**src/rtl/baud_pkg.sv**
```systemverilog
package baud_pkg;
  typedef enum logic {
    PRE_BYPASS  = 1'b0,
    PRE_QUARTER = 1'b1
  } pre_mode_e;
endpackage

```
**src/rtl/baud_cfg_regs.sv**
```systemverilog
module baud_cfg_regs
  import baud_pkg::*;
#(
  parameter int DIV_W    = 16,
  parameter int BYTE_W   = 8,
  parameter int PSEL_BIT = 7,
  parameter int ADDR_W   = 2
) (
  input  logic              clk,
  input  logic              rst,
  input  logic              wr_en,
  input  logic [ADDR_W-1:0] wr_addr,
  input  logic [BYTE_W-1:0] wr_data,
  output logic [DIV_W-1:0]  divisor,
  output pre_mode_e         pre_mode,
  output logic              reload
);
  localparam int NBYTES    = DIV_W / BYTE_W;
  localparam int CTRL_ADDR = NBYTES;

  logic [DIV_W-1:0] div_q;

  for (genvar i = 0; i < NBYTES; i++) begin : g_lane
    always_ff @(posedge clk) begin
      if (rst)
        div_q[i*BYTE_W +: BYTE_W] <= (i == 0) ? BYTE_W'(1) : '0;
      else if (wr_en && wr_addr == ADDR_W'(i))
        div_q[i*BYTE_W +: BYTE_W] <= wr_data;
    end
  end

  always_ff @(posedge clk) begin
    if (rst)
      pre_mode <= PRE_BYPASS;
    else if (wr_en && wr_addr == ADDR_W'(CTRL_ADDR))
      pre_mode <= pre_mode_e'(wr_data[PSEL_BIT]);
  end

  assign divisor = div_q;
  assign reload  = wr_en && (wr_addr < ADDR_W'(NBYTES));
endmodule

```
**src/rtl/baud_prescaler.sv**
```systemverilog
module baud_prescaler
  import baud_pkg::*;
#(
  parameter int PRE_DIV = 4
) (
  input  logic      clk,
  input  logic      rst,
  input  logic      reload,
  input  pre_mode_e mode,
  output logic      step
);
  localparam int CW = (PRE_DIV > 1) ? $clog2(PRE_DIV) : 1;
  localparam logic [CW-1:0] TERM = CW'(PRE_DIV - 1);

  logic [CW-1:0] cnt;

  always_ff @(posedge clk) begin
    if (rst || reload)
      cnt <= '0;
    else if (cnt == TERM)
      cnt <= '0;
    else
      cnt <= cnt + CW'(1);
  end

  assign step = (mode == PRE_BYPASS) || (cnt == TERM);
endmodule

```
**src/rtl/baud_divider.sv**
```systemverilog
module baud_divider #(
  parameter int DIV_W = 16
) (
  input  logic             clk,
  input  logic             rst,
  input  logic             reload,
  input  logic             step,
  input  logic [DIV_W-1:0] divisor,
  output logic             tick
);
  logic [DIV_W-1:0] cnt;
  logic [DIV_W-1:0] eff;
  logic             last;

  assign eff  = (divisor == '0) ? DIV_W'(1) : divisor;
  assign last = (cnt >= eff - DIV_W'(1));

  always_ff @(posedge clk) begin
    if (rst || reload) begin
      cnt  <= '0;
      tick <= 1'b0;
    end else begin
      tick <= step && last;
      if (step)
        cnt <= last ? '0 : cnt + DIV_W'(1);
    end
  end
endmodule

```
**src/rtl/baud_tick_gen.sv**
```systemverilog
module baud_tick_gen
  import baud_pkg::*;
#(
  parameter int DIV_W    = 16,
  parameter int BYTE_W   = 8,
  parameter int PSEL_BIT = 7,
  parameter int PRE_DIV  = 4,
  parameter int ADDR_W   = 2
) (
  input  logic              clk,
  input  logic              rst,
  input  logic              wr_en,
  input  logic [ADDR_W-1:0] wr_addr,
  input  logic [BYTE_W-1:0] wr_data,
  output logic              tick_16x
);
  logic [DIV_W-1:0] divisor;
  pre_mode_e        pre_mode;
  logic             reload;
  logic             pre_step;

  baud_cfg_regs #(
    .DIV_W(DIV_W), .BYTE_W(BYTE_W), .PSEL_BIT(PSEL_BIT), .ADDR_W(ADDR_W)
  ) regs_i (
    .clk(clk), .rst(rst), .wr_en(wr_en), .wr_addr(wr_addr), .wr_data(wr_data),
    .divisor(divisor), .pre_mode(pre_mode), .reload(reload)
  );

  baud_prescaler #(.PRE_DIV(PRE_DIV)) pre_i (
    .clk(clk), .rst(rst), .reload(reload), .mode(pre_mode), .step(pre_step)
  );

  baud_divider #(.DIV_W(DIV_W)) div_i (
    .clk(clk), .rst(rst), .reload(reload), .step(pre_step),
    .divisor(divisor), .tick(tick_16x)
  );
endmodule

```
**config.mk**
```make
export PLATFORM = sky130hd
export DESIGN_NAME = baud_tick_gen
export DESIGN_NICKNAME = d
export VERILOG_FILES = /design/src/rtl/baud_pkg.sv /design/src/rtl/baud_cfg_regs.sv /design/src/rtl/baud_prescaler.sv /design/src/rtl/baud_divider.sv /design/src/rtl/baud_tick_gen.sv
export SDC_FILE = /design/constraint.sdc
export NUM_CORES = 1
export LEC_CHECK = 0
export BUFFER_PORTS_ARGS = -buffer_cell sky130_fd_sc_hd__buf_2
export CORE_MARGIN = 2
export CORE_UTILIZATION = 35
export CTS_CLUSTER_DIAMETER = 200
export DETAILED_ROUTE_END_ITERATION = 7
export SYNTH_ARGS = -nofsm -noshare
export SYNTH_HDL_FRONTEND = slang
export SYNTH_SLANG_ARGS = --single-unit
```
**constraint.sdc**
```tcl
create_clock -name clk -period 4.75 [get_ports clk]
set_input_delay 0.95 -clock clk [delete_from_list [all_inputs] [get_ports clk]]
set_output_delay 0.95 -clock clk [all_outputs]
set_load 0.05 [all_outputs]
```
After elaboration in Yosys (flattened, before gate mapping)
Cells that the tools add are included.
{ "totals": {"inputBits": 13, "reg_bits": 36, "wordCells": 27, "output_inout_bits": 1} }
{ "classes": {"magnitude_cmp": 2, "eq_ne": 3, "mux": 2, "bitwise": 1, "reduce_logical": 10, "add_sub_neg": 3} }
{ "op_table": {"columns": ["op", "count"], "rows": [
  ["two-way mux 16 bit", 2],
  ["adder 16 x 1 -> 16 bit (second input constant)", 1],
  ["greater-or-equal comparator 16 bit", 1],
  ["logical NOT 16 bit", 1],
  ["subtractor 16 x 1 -> 16 bit (second input constant)", 1],
  ["logical AND 1 bit", 5],
  ["equality test 2 bit (second input constant)", 2],
  ["adder 2 x 1 -> 2 bit (second input constant)", 1],
  ["equality test 2 x 1 -> 1 bit (second input constant)", 1],
  ["logical NOT 2 bit", 1],
  ["logical OR 1 bit", 2],
  ["less-than comparator 2 bit (second input constant)", 1],
  ["OR reduction 2 bit", 1],
  ["NOT 1 bit", 1]
]} }

Longest topological paths before layout
{ "logic_depth": {"word_depth": 5, "mapped_depth": 15, "depth_no_buf": 14} }

By module
From an unflattened synthesis, not the netlist that was laid out.
{ "hier_totals": {"hier_cells": 241, "area_unflattened_um2": 2160.8} }
{ "by_module_without_submodules": {"columns": ["mod", "n_inst", "seq_area_each_um2", "cells_per_inst", "area_each_um2"], "rows": [
  ["baud_divider", 1, 340.3, 165, 1337.5],
  ["baud_cfg_regs", 1, 340.3, 70, 737.0],
  ["baud_prescaler", 1, 40.0, 6, 86.3]
]} }

Least setup slack after synthesis
No wires, ideal clock.
{ "synth_timing": {"kind": "register to register", "startpoint": "register regs_i.div_q[11] (netlist: regs_i.divisor[11])", "endpoint": "register div_i.cnt[10]", "setup_time_ns": 0.064, "stages_incl_launch_ff": 15, "period_less_slack_ns": 3.169, "slack_ns": 1.581, "path_buffers": 1, "arrival_time_ns": 3.105, "t_required_ns": 4.686, "path_cell_list": "dfxtp_1 > or4_1 > nor2_2 > a31oi_1 > ha_1 > nand2b_1 > nor4_1 > xnor2_1 > ha_1 > and3_1 > a221o_1 > a2bb2oi_2 > a31oi_2 > buf_4 > nor2_1"} }
{ "synth_between": {"elab_chain_len": 5} }
{ "synth_rtl": {"columns": ["element", "line_no", "text"], "rows": [
  ["start, declared", "baud_cfg_regs.sv:21", "logic [DIV_W-1:0] div_q;"],
  ["start signal, assigned by index", "baud_cfg_regs.sv:26", "div_q[i*BYTE_W +: BYTE_W] <= (i == 0) ? BYTE_W'(1) : '0;"],
  ["start signal, assigned by index", "baud_cfg_regs.sv:28", "div_q[i*BYTE_W +: BYTE_W] <= wr_data;"],
  ["logical NOT 16 bit", "baud_divider.sv:15", "assign eff = (divisor == '0) ? DIV_W'(1) : divisor;"],
  ["two-way mux 16 bit *", "baud_divider.sv:15", null],
  ["subtractor 16 x 1 -> 16 bit *", "baud_divider.sv:16", "assign last = (cnt >= eff - DIV_W'(1));"],
  ["greater-or-equal comparator 16 bit *", "baud_divider.sv:16", null],
  ["two-way mux 16 bit *", "baud_divider.sv:25", "cnt <= last ? '0 : cnt + DIV_W'(1);"],
  ["end signal, assigned", "baud_divider.sv:25", null],
  ["end, declared", "baud_divider.sv:11", "logic [DIV_W-1:0] cnt;"]
]} }
Mark *: on every way between the ends. The rest lies on a longest branch, timed or not.
A chain may end at the register's enable or synchronous reset.

Final worst setup path
{ "layout_timing": {"startpoint": "register regs_i.div_q[11] (netlist: regs_i.divisor[11])", "endpoint": "register div_i.cnt[12]"} }
Same word-level chain as after synthesis.

==> flow_summary.yaml <==
run_status:
  outcome: "completed"
timing:
  final_max_slew_viol_count: 0
  max_slew_margin_pct: 51.9
  tightest_slew_ps: 719
  rsz0062_at_grt: "false"
  whs_ps: 437
  clock.fmax_mhz: 272
  fin_crit_sh_pct: 77.4
  finalCriticalPeriod_ps: 3680
  setup_viol: 0
  hold_viol_final: 0
  fin_skew_ps: 6.60
  setup_tns_ps: 0
global_route:
  grt_use_total_pct: 13.8
  grt_start_max_net_pins: 19
  overflow: 0
  grt_antenna_before_repair: 0
  grt_pass1_vias: 1472
  grt_pass1_wl_um: 6850
place:
  dp_hpwl_um: 3060
  portBuffers: 13
  place_congestion: 0.810
  dp.cells: 315
  place_area_um2: 2220
logic_synthesis:
  postSynth.asyncResetShare_pct: 0
  syn_avg_cell_area_um2: 9.00
  yosysSeqAreaShare_pct: 34.5
  synthTopCellsByCount: "41 x nor2_1, 36 x dfxtp_1, 19 x ha_1"
  ys_seq_elements: 36
  yosys-top-cells-area: "dfxtp_1 35%, ha_1 11%, mux2i_1 7.7%"
  yosys_warnings: 0
  synth_largest_area_cell: "dfxtp_1"
  syn_nets: 264
  synthCells: 232
  yosysTopAreaCellShare_pct: 34.5
  yosysMostFrequentCell: "nor2_1"
  synthesis.area_um2: 2090
  synth_edf_count: 0
  synth_flop_cell: "dfxtp_1"
  synthDistinctLibCells: 45
setup_path:
  path_max_fanout: 15
  worstPathArrival_ps: 3830
  required_ps: 4900
  crit_path_end_kind: "register"
  startpoint_type: "register"
  path_class: "reg -> reg"
route:
  num_vias: 1597
  wl_per_cell_um: 12.1
  first_iter_violations: 55
  drc: 0
  drt_wl_total_um: 3910
  avgViaCountPerCell: 4.94
  first_pass_iters: 4
  ant_nets: 0
cts:
  htreeDepth: 2
  cts-resized-gates: 0
  clk_pin_slew_worst_paths_ps: 70
  cts_setup_buffers: 0
  cts_tree: "done"
  cts_buffers: 5
  cts.path.max_buffers: 2
  cts_hold_buf: 0
  cts_root_buf: "clkbuf_8"
  numClockSinks: 36
  clk_latency_ps: 290
finish:
  fin_nets: 279
  drive_above_1_share_pct: 12.9
  finalNonFillerCells: 323
  n_antenna_cell: 0
  area_growth_pct: 11.6
  final_area_um2: 2330
job:
  cap_violations: 0
min_path:
  hp-class: "reg -> reg"
floorplanning:
  die_area_um2: 6600
  start_util_pct: 35.7
  core_um2: 5850
  rows: 28
  fp.dieW_um: 81.2
  fp.dieH_um: 81.2
  io_pins: 14
pwr:
  leakagePower_nw: 0.942
  power.density_nw_per_um2: 301
  vdd_drop_max_mv: 0.146
  power_uw: 700
==> final cells by class <==
cell class,count,area (um2)
clock buffer,6,72.6
clock inverter,2,35.0
fill,582,3520
inverter,2,7.51
multi-input combinational,189,1330
sequential,36,721
tap,75,93.8
timing repair buffer,13,65.1
==> worst max-delay path, cell delays in order (launching register included) <==
cell and delay, ps:
dfxtp_1 370, or4_1 570, nor2_2 150, a31oi_1 120, ha_1 220, nand2b_1 190, nor3_1 100, xnor2_1 130
ha_1 290, nand4_1 150, nor3_2 310, nand3_1 170, a31oi_2 640, nor2_1 110
==> cells by family after synthesis <==
family	after synthesis	share of synthesized area, %
muxes	16	7.67
xor gates and xnor gates	26	10.9
AOI/OAI and AO/OA	22	7.49
and+or+nand+nor	106	26.4
DFF	36	34.5
adders and majority gates	19	11.4
buffers and inverters	7	1.56
==> metrics by stage <==
step	worst slack [ps]	util [%]
floorplan	1580	-
global placement	1110	38.0
detailed placement	1040	38.0
CTS	1020	39.8
global route	780	39.8
finish	1070	39.8
==> layer usage <==
metal / GRT usage [%] / vias up / part of all wire (%)
li1: - / 841 / -
met1: 18.2 / 723 / 51
met2: 20.5 / 29 / 42
met3: 5.33 / 4 / 5.0
met4: 4.58 / 0 / 1.4
met5: 0 / - / 0
==> registers in the layout, indices dropped and copies added (netlist names) <==
register / count
div_i.cnt: 16
pre_i.cnt: 2
regs_i.divisor: 16
regs_i.pre_mode: 1
div_i.tick: 1
==> cell usage in the layout, fill, tap and decap left out, types with 2 or more instances in the layout <==
master	instances
xor2_1	13
o21ai_0	3
dfxtp_1	36
mux2i_1	16
inv_1	2
nor3b_1	2
a21oi_1	7
nand2b_1	5
buf_2	13
nor2_2	2
nor3_2	2
nand3_1	4
clkbuf_8	5
and4_1	3
nor2b_1	2
a31oi_1	2
nand2_1	17
ha_1	19
xnor2_1	13
nor3_1	7
nand4_1	5
or3_1	3
nor2_1	41
and3_1	3
==> worst paths after layout <==
| kind | slack [ps] | from | cells past startpoint | end |
|---|---|---|---|---|
| setup / recovery | 1070 | regs_i.divisor[11] | 13 | div_i.cnt[12] |
| hold / removal | 440 | pre_i.cnt[0] | 1 | pre_i.cnt[0] |
| setup reg to reg | 1070 | regs_i.divisor[11] | 13 | div_i.cnt[12] |
| hold reg to reg | 440 | pre_i.cnt[0] | 1 | pre_i.cnt[0] |
==> report_power, final <==
| part | leakage (nW) | total [mW] | internal, mW | switching, mW |
|---|---|---|---|---|
| logic | 0.594 | 0.109 | 0.0477 | 0.0609 |
| registers | 0.292 | 0.326 | 0.313 | 0.0127 |
| clock network | 0.0552 | 0.266 | 0.156 | 0.110 |
| total | 0.942 | 0.700 | 0.516 | 0.184 |
Power figures use the tool's default switching activity.
